--- src/rtl/ebw_pkg.sv ---
package ebw_pkg;

  typedef enum logic [1:0] {
    ST_IDLE  = 2'd0,
    ST_OPEN  = 2'd1,
    ST_ERASE = 2'd2
  } ebw_state_e;

  typedef struct packed {
    logic load;
    logic run;
    logic clr;
  } ebw_ctr_cmd_t;

  typedef struct packed {
    logic set;
    logic clr;
  } ebw_map_cmd_t;

endpackage

--- src/rtl/ebw_window_ctr.sv ---
module ebw_window_ctr #(
  parameter int WINDOW_CYCLES = 4000,
  localparam int CW = $clog2(WINDOW_CYCLES + 1)
) (
  input  logic                   clk,
  input  logic                   rst_n,
  input  ebw_pkg::ebw_ctr_cmd_t  cmd_i,
  output logic                   last_o
);

  logic [CW-1:0] cnt_q;

  function automatic logic [CW-1:0] next_count(
    input logic [CW-1:0] cur,
    input ebw_pkg::ebw_ctr_cmd_t c
  );
    logic [CW-1:0] r;
    r = cur;
    if (c.clr)                 r = '0;
    else if (c.load)           r = CW'(WINDOW_CYCLES);
    else if (c.run && cur != '0) r = cur - 1'b1;
    return r;
  endfunction

  always_ff @(posedge clk or negedge rst_n) begin
    if (!rst_n) cnt_q <= '0;
    else        cnt_q <= next_count(cnt_q, cmd_i);
  end

  assign last_o = (cnt_q == CW'(1));

endmodule

--- src/rtl/ebw_sector_map.sv ---
module ebw_sector_map #(
  parameter int NUM_SECTORS = 64,
  localparam int SECT_W = (NUM_SECTORS > 1) ? $clog2(NUM_SECTORS) : 1
) (
  input  logic                   clk,
  input  logic                   rst_n,
  input  ebw_pkg::ebw_map_cmd_t  cmd_i,
  input  logic [SECT_W-1:0]      idx_i,
  output logic [NUM_SECTORS-1:0] map_o
);

  logic [NUM_SECTORS-1:0] map_q;
  logic [NUM_SECTORS-1:0] sel_w;

  function automatic logic [NUM_SECTORS-1:0] decode(input logic [SECT_W-1:0] idx);
    logic [NUM_SECTORS-1:0] r;
    r = '0;
    for (int i = 0; i < NUM_SECTORS; i++) begin
      if (idx == SECT_W'(i)) r[i] = 1'b1;
    end
    return r;
  endfunction

  assign sel_w = decode(idx_i);

  genvar g;
  generate
    for (g = 0; g < NUM_SECTORS; g++) begin : g_bit
      always_ff @(posedge clk or negedge rst_n) begin
        if (!rst_n)                      map_q[g] <= 1'b0;
        else if (cmd_i.clr)              map_q[g] <= 1'b0;
        else if (cmd_i.set && sel_w[g])  map_q[g] <= 1'b1;
      end
    end
  endgenerate

  assign map_o = map_q;

endmodule

--- src/rtl/ebw_ctrl.sv ---
module ebw_ctrl
  import ebw_pkg::*;
(
  input  logic          clk,
  input  logic          rst_n,
  input  logic          sect_cmd_i,
  input  logic          susp_cmd_i,
  input  logic          erase_done_i,
  input  logic          last_i,
  output ebw_ctr_cmd_t  ctr_cmd_o,
  output ebw_map_cmd_t  map_cmd_o,
  output logic          closed_o,
  output logic          start_o,
  output logic          susp_fwd_o,
  output logic          open_o,
  output logic          accept_o,
  output logic          expire_o,
  output logic          abort_o
);

  ebw_state_e state_q, state_d;
  logic       start_q;

  always_comb begin
    open_o   = (state_q == ST_OPEN);
    abort_o  = open_o && susp_cmd_i;
    expire_o = open_o && !susp_cmd_i && last_i;
    accept_o = sect_cmd_i && !susp_cmd_i &&
               ((state_q == ST_IDLE) || (open_o && !last_i));
  end

  always_comb begin
    state_d = state_q;
    unique case (state_q)
      ST_IDLE:  if (accept_o) state_d = ST_OPEN;
      ST_OPEN: begin
        if (abort_o)       state_d = ST_IDLE;
        else if (expire_o) state_d = ST_ERASE;
      end
      ST_ERASE: if (erase_done_i) state_d = ST_IDLE;
      default:  state_d = ST_IDLE;
    endcase
  end

  always_comb begin
    ctr_cmd_o.load = accept_o;
    ctr_cmd_o.run  = open_o;
    ctr_cmd_o.clr  = abort_o || expire_o;
    map_cmd_o.set  = accept_o;
    map_cmd_o.clr  = abort_o || ((state_q == ST_ERASE) && erase_done_i);
  end

  always_ff @(posedge clk or negedge rst_n) begin
    if (!rst_n) begin
      state_q <= ST_IDLE;
      start_q <= 1'b0;
    end else begin
      state_q <= state_d;
      start_q <= expire_o;
    end
  end

  assign closed_o   = (state_q == ST_ERASE);
  assign start_o    = start_q;
  assign susp_fwd_o = closed_o && susp_cmd_i;

endmodule

--- src/rtl/erase_batch_window.sv ---
module erase_batch_window #(
  parameter int NUM_SECTORS   = 64,
  parameter int WINDOW_CYCLES = 4000,
  localparam int SECT_W = (NUM_SECTORS > 1) ? $clog2(NUM_SECTORS) : 1
) (
  input  logic                   clk,
  input  logic                   rst_n,
  input  logic                   sect_cmd_i,
  input  logic [SECT_W-1:0]      sect_idx_i,
  input  logic                   susp_cmd_i,
  input  logic                   erase_done_i,
  output logic                   win_closed_o,
  output logic [NUM_SECTORS-1:0] sect_map_o,
  output logic                   erase_start_o,
  output logic                   susp_fwd_o
);

  ebw_pkg::ebw_ctr_cmd_t ctr_cmd_w;
  ebw_pkg::ebw_map_cmd_t map_cmd_w;
  logic last_w;
  logic win_open_w;
  logic accept_w;
  logic expire_w;
  logic abort_w;

  ebw_ctrl ctrl_i (
    .clk          (clk),
    .rst_n        (rst_n),
    .sect_cmd_i   (sect_cmd_i),
    .susp_cmd_i   (susp_cmd_i),
    .erase_done_i (erase_done_i),
    .last_i       (last_w),
    .ctr_cmd_o    (ctr_cmd_w),
    .map_cmd_o    (map_cmd_w),
    .closed_o     (win_closed_o),
    .start_o      (erase_start_o),
    .susp_fwd_o   (susp_fwd_o),
    .open_o       (win_open_w),
    .accept_o     (accept_w),
    .expire_o     (expire_w),
    .abort_o      (abort_w)
  );

  ebw_window_ctr #(.WINDOW_CYCLES(WINDOW_CYCLES)) ctr_i (
    .clk    (clk),
    .rst_n  (rst_n),
    .cmd_i  (ctr_cmd_w),
    .last_o (last_w)
  );

  ebw_sector_map #(.NUM_SECTORS(NUM_SECTORS)) map_i (
    .clk   (clk),
    .rst_n (rst_n),
    .cmd_i (map_cmd_w),
    .idx_i (sect_idx_i),
    .map_o (sect_map_o)
  );

endmodule

--- config.mk ---
export PLATFORM = sky130hd
export DESIGN_NAME = erase_batch_window
export DESIGN_NICKNAME = d
export VERILOG_FILES = /design/src/rtl/ebw_pkg.sv /design/src/rtl/ebw_window_ctr.sv /design/src/rtl/ebw_sector_map.sv /design/src/rtl/ebw_ctrl.sv /design/src/rtl/erase_batch_window.sv
export SDC_FILE = /design/constraint.sdc
export NUM_CORES = 1
export LEC_CHECK = 0
export BUFFER_PORTS_ARGS = -buffer_cell sky130_fd_sc_hd__buf_2
export CORE_MARGIN = 4
export CORE_UTILIZATION = 55
export DETAILED_ROUTE_END_ITERATION = 10
export GPL_TIMING_DRIVEN = 0
export PLACE_DENSITY_LB_ADDON = 0.08
export SKIP_CTS_REPAIR_TIMING = 1
export SLEW_MARGIN = 20
export SYNTH_ARGS = -nofsm -noshare
export SYNTH_HDL_FRONTEND = slang
export SYNTH_SLANG_ARGS = --single-unit
--- constraint.sdc ---
create_clock -name clk -period 6 [get_ports clk]
set_clock_uncertainty 0.2 [all_clocks]
set_input_delay 0.3 -clock clk [delete_from_list [all_inputs] [get_ports clk]]
set_output_delay 0.3 -clock clk [all_outputs]
set_load 0.005 [all_outputs]
==> results.sh <==
export IMPL_critical_path_class="reg2reg"
export IMPL_timing_final_crit_share=0.4384
export IMPL_worstSetupEndpointType="flip-flop"
export IMPL_portBuffers=75
export IMPL_worst_pin_slew_ns=1.041
export IMPL_dieWidth_um=85.88
export IMPL_rsz0062_at_grt="false"
export IMPL_coreArea_sq_um=5886
export IMPL_area_delta_synth_final_pct=20.26
export IMPL_fin_area_sq_um=4011
export IMPL_placed_cells=435
export IMPL_die_h_um=85.88
export IMPL_n_fill_cell=482
export IMPL_synth_edf_count=0
export IMPL_cts_max_level=3
export IMPL_rows=28
export IMPL_path_clk_slew_ns=0.08
export IMPL_fin_cells=451
export IMPL_cts_path_max_buffers=2
export IMPL_ys_seq_area_frac=0.5926
export IMPL_drc=0
export IMPL_p_leak_nw=2.018
export IMPL_cts_buffers=9
export IMPL_ys_flop_type="dfrtp_1"
export IMPL_syn_inst=284
export IMPL_initial_utilization=0.5668
export IMPL_cts_sinks=79
export IMPL_syn_cell_area_sq_um=3336
export IMPL_critPathMaxFanout=8
export IMPL_slew_violations=0
export IMPL_critPathSlowestCell="nor3b_1"
export IMPL_drive_above_1_share=0.2713
export IMPL_root_buffer="clkbuf_8"
export IMPL_fin_tns_setup_ns=0
export IMPL_routabilityCongestion=0.8466
export IMPL_nNetsFinal=385
export IMPL_final_common_cell="dfrtp_1"
export IMPL_n_antenna_cell=0
export IMPL_avgRoutedWirePerCell_um=17.96
export IMPL_finalHoldViolations=0
export IMPL_cts_tree="built"
export IMPL_dr_pass1_iters=4
export IMPL_slowest_delay_ns=0.72
export IMPL_clk_latency_ns=0.35
export IMPL_holdCritPathClass="in2reg"
export IMPL_drv_cap=0
export IMPL_ys_ff_latch=79
export IMPL_fmax_mhz=380.2
export IMPL_dp_slack_ns=3.456
export IMPL_power_density_nw_per_um2=274.1
export IMPL_vias_per_cell=5.953
export IMPL_syn_area_per_cell_sq_um=11.75
export IMPL_final_util=0.6815
export IMPL_ant_nets=0
export IMPL_first_iter_violations=164
export IMPL_crit_arrival_ns=2.70
export IMPL_worstSetupStartpointType="flip-flop"
export IMPL_wl_mm=8.099
export IMPL_async_flop_share=1.000
export IMPL_syn_nets=297
export IMPL_via_count=2685
export IMPL_synth_warnings=0
export IMPL_yosysUniqueCellTypes=50
export IMPL_grt_use_total=0.2381
export IMPL_crit_required_ns=6.07
export IMPL_placed_cell_area_sq_um=3827
export IMPL_antenna_found_initial=0
export IMPL_vdd_drop_max_mv=0.1917
export IMPL_cp_cell_sequence="inv_1 > ha_1 > nor3b_1 > nand4_1 > or4_1 > a31oi_1"
export IMPL_slew_limit_headroom=0.2993
export IMPL_mostFrequentLayoutCells="dfrtp_1 (79), buf_2 (76), a22o_1 (49)"
export IMPL_dp_hpwl_mm=5.768
export IMPL_grt_pass1_vias=2556
export IMPL_outcome="completed"
export IMPL_finalSetupViolCount=0
export IMPL_pin_count=78
export IMPL_path_buf_inv=1
export IMPL_fp_dieArea_sq_um=7375
export IMPL_fin_crit_ns=2.631
export IMPL_critical_path_top_delay_family="simple AND/OR/NAND/NOR gates"
export IMPL_overflow=0
export IMPL_grt_pass1_wl_mm=13.46
export IMPL_grt_max_degree=46
export IMPL_timing_final_ws_setup_ns=3.369
## final cells by class
type / instances / area (sq um) / area share
plain buffers: 15 / 66.31 / 0.01653
clock buffers: 11 / 141.4 / 0.03525
clock inverters: 4 / 32.53 / 0.008110
inverters: 3 / 11.26 / 0.002807
multi-input cells: 187 / 1281 / 0.3194
flip-flops and latches: 79 / 1977 / 0.4928
well taps: 75 / 93.84 / 0.02339
repair buffers: 77 / 407.9 / 0.1017
## sequential cells by signal (all words and copies together), names as in the netlist
register and cells:
ctrl_i.start_o 1, map_i.map_o 64, ctr_i.cnt_q 12, ctrl_i.state_q 2
## layer usage
metal,routed length [um],GRT usage
met1,3740,0.3578
met2,3701,0.3469
met3,555,0.04515
met4,102,0.08489
met5,0,0
## final timing paths
path                                 startpoint                 to  slack [ns]  cells after the start
min in group asynchronous                 rst_n    map_i.map_o[22]        0.29                      2
worst max-delay path             ctr_i.cnt_q[0]    ctr_i.cnt_q[10]        3.37                      6
worst min-delay path                 susp_cmd_i  ctrl_i.state_q[0]        0.01                      2
max in group asynchronous                 rst_n     ctr_i.cnt_q[7]        4.72                      3
worst min register to register  map_i.map_o[20]    map_i.map_o[20]        0.28                      2
worst max register to register   ctr_i.cnt_q[0]    ctr_i.cnt_q[10]        3.37                      6
## cells in the mapped netlist, types with 3 or more instances
library cell	instances	share of area
o21ai_0	18	0.027
nand3b_1	5	0.011
dfrtp_1	79	0.59
nor3b_1	3	0.0068
nand2b_1	4	0.0075
a31oi_1	6	0.011
a21oi_1	4	0.0060
xor2_1	3	0.0079
or4_1	3	0.0068
nand2_1	21	0.024
nor2_1	11	0.012
nand3_1	5	0.0075
a22o_1	49	0.13
clkbuf_1	10	0.011
nor3_1	12	0.018
nand4_1	3	0.0056
nor4_1	5	0.0094
inv_1	3	0.0034
## worst register-to-register path: stages, from the launching register on
cell and delay, ns:
dfrtp_1 0.44, inv_1 0.08, ha_1 0.19, nor3b_1 0.72, nand4_1 0.29, or4_1 0.47, a31oi_1 0.17
## report_power, final
group          total [mW]  internal [mW]  switching (mW)
sequential          0.591          0.560          0.0312
clock               0.356          0.161           0.195
combinational       0.152         0.0573          0.0950
total                1.10          0.778           0.321
## cell families (layout without fill, tap and decap cells)
kind of cell | after synthesis | in the layout | share of synthesized area
and+or+nand+nor | 90 | 90 | 0.1553
DFF | 79 | 79 | 0.5926
adders and majority gates | 2 | 2 | 0.007501
AOI/OAI and AO/OA | 89 | 89 | 0.2048
muxes | 2 | 2 | 0.006002
xor gates and xnor gates | 4 | 4 | 0.01050
buffers and inverters | 18 | 110 | 0.02326
## through the flow
stage | hold WS [ns] | power (mW)
2_1_floorplan | -0.1956 | 0.6941
3_3_place_gp | 0.2563 | 0.7441
3_5_place_dp | 0.1408 | 0.7512
4_1_cts | -0.2376 | 1.105
5_1_grt | 0.02047 | 1.156
6_report | 0.01316 | 1.100
Power figures use the tool's default switching activity.
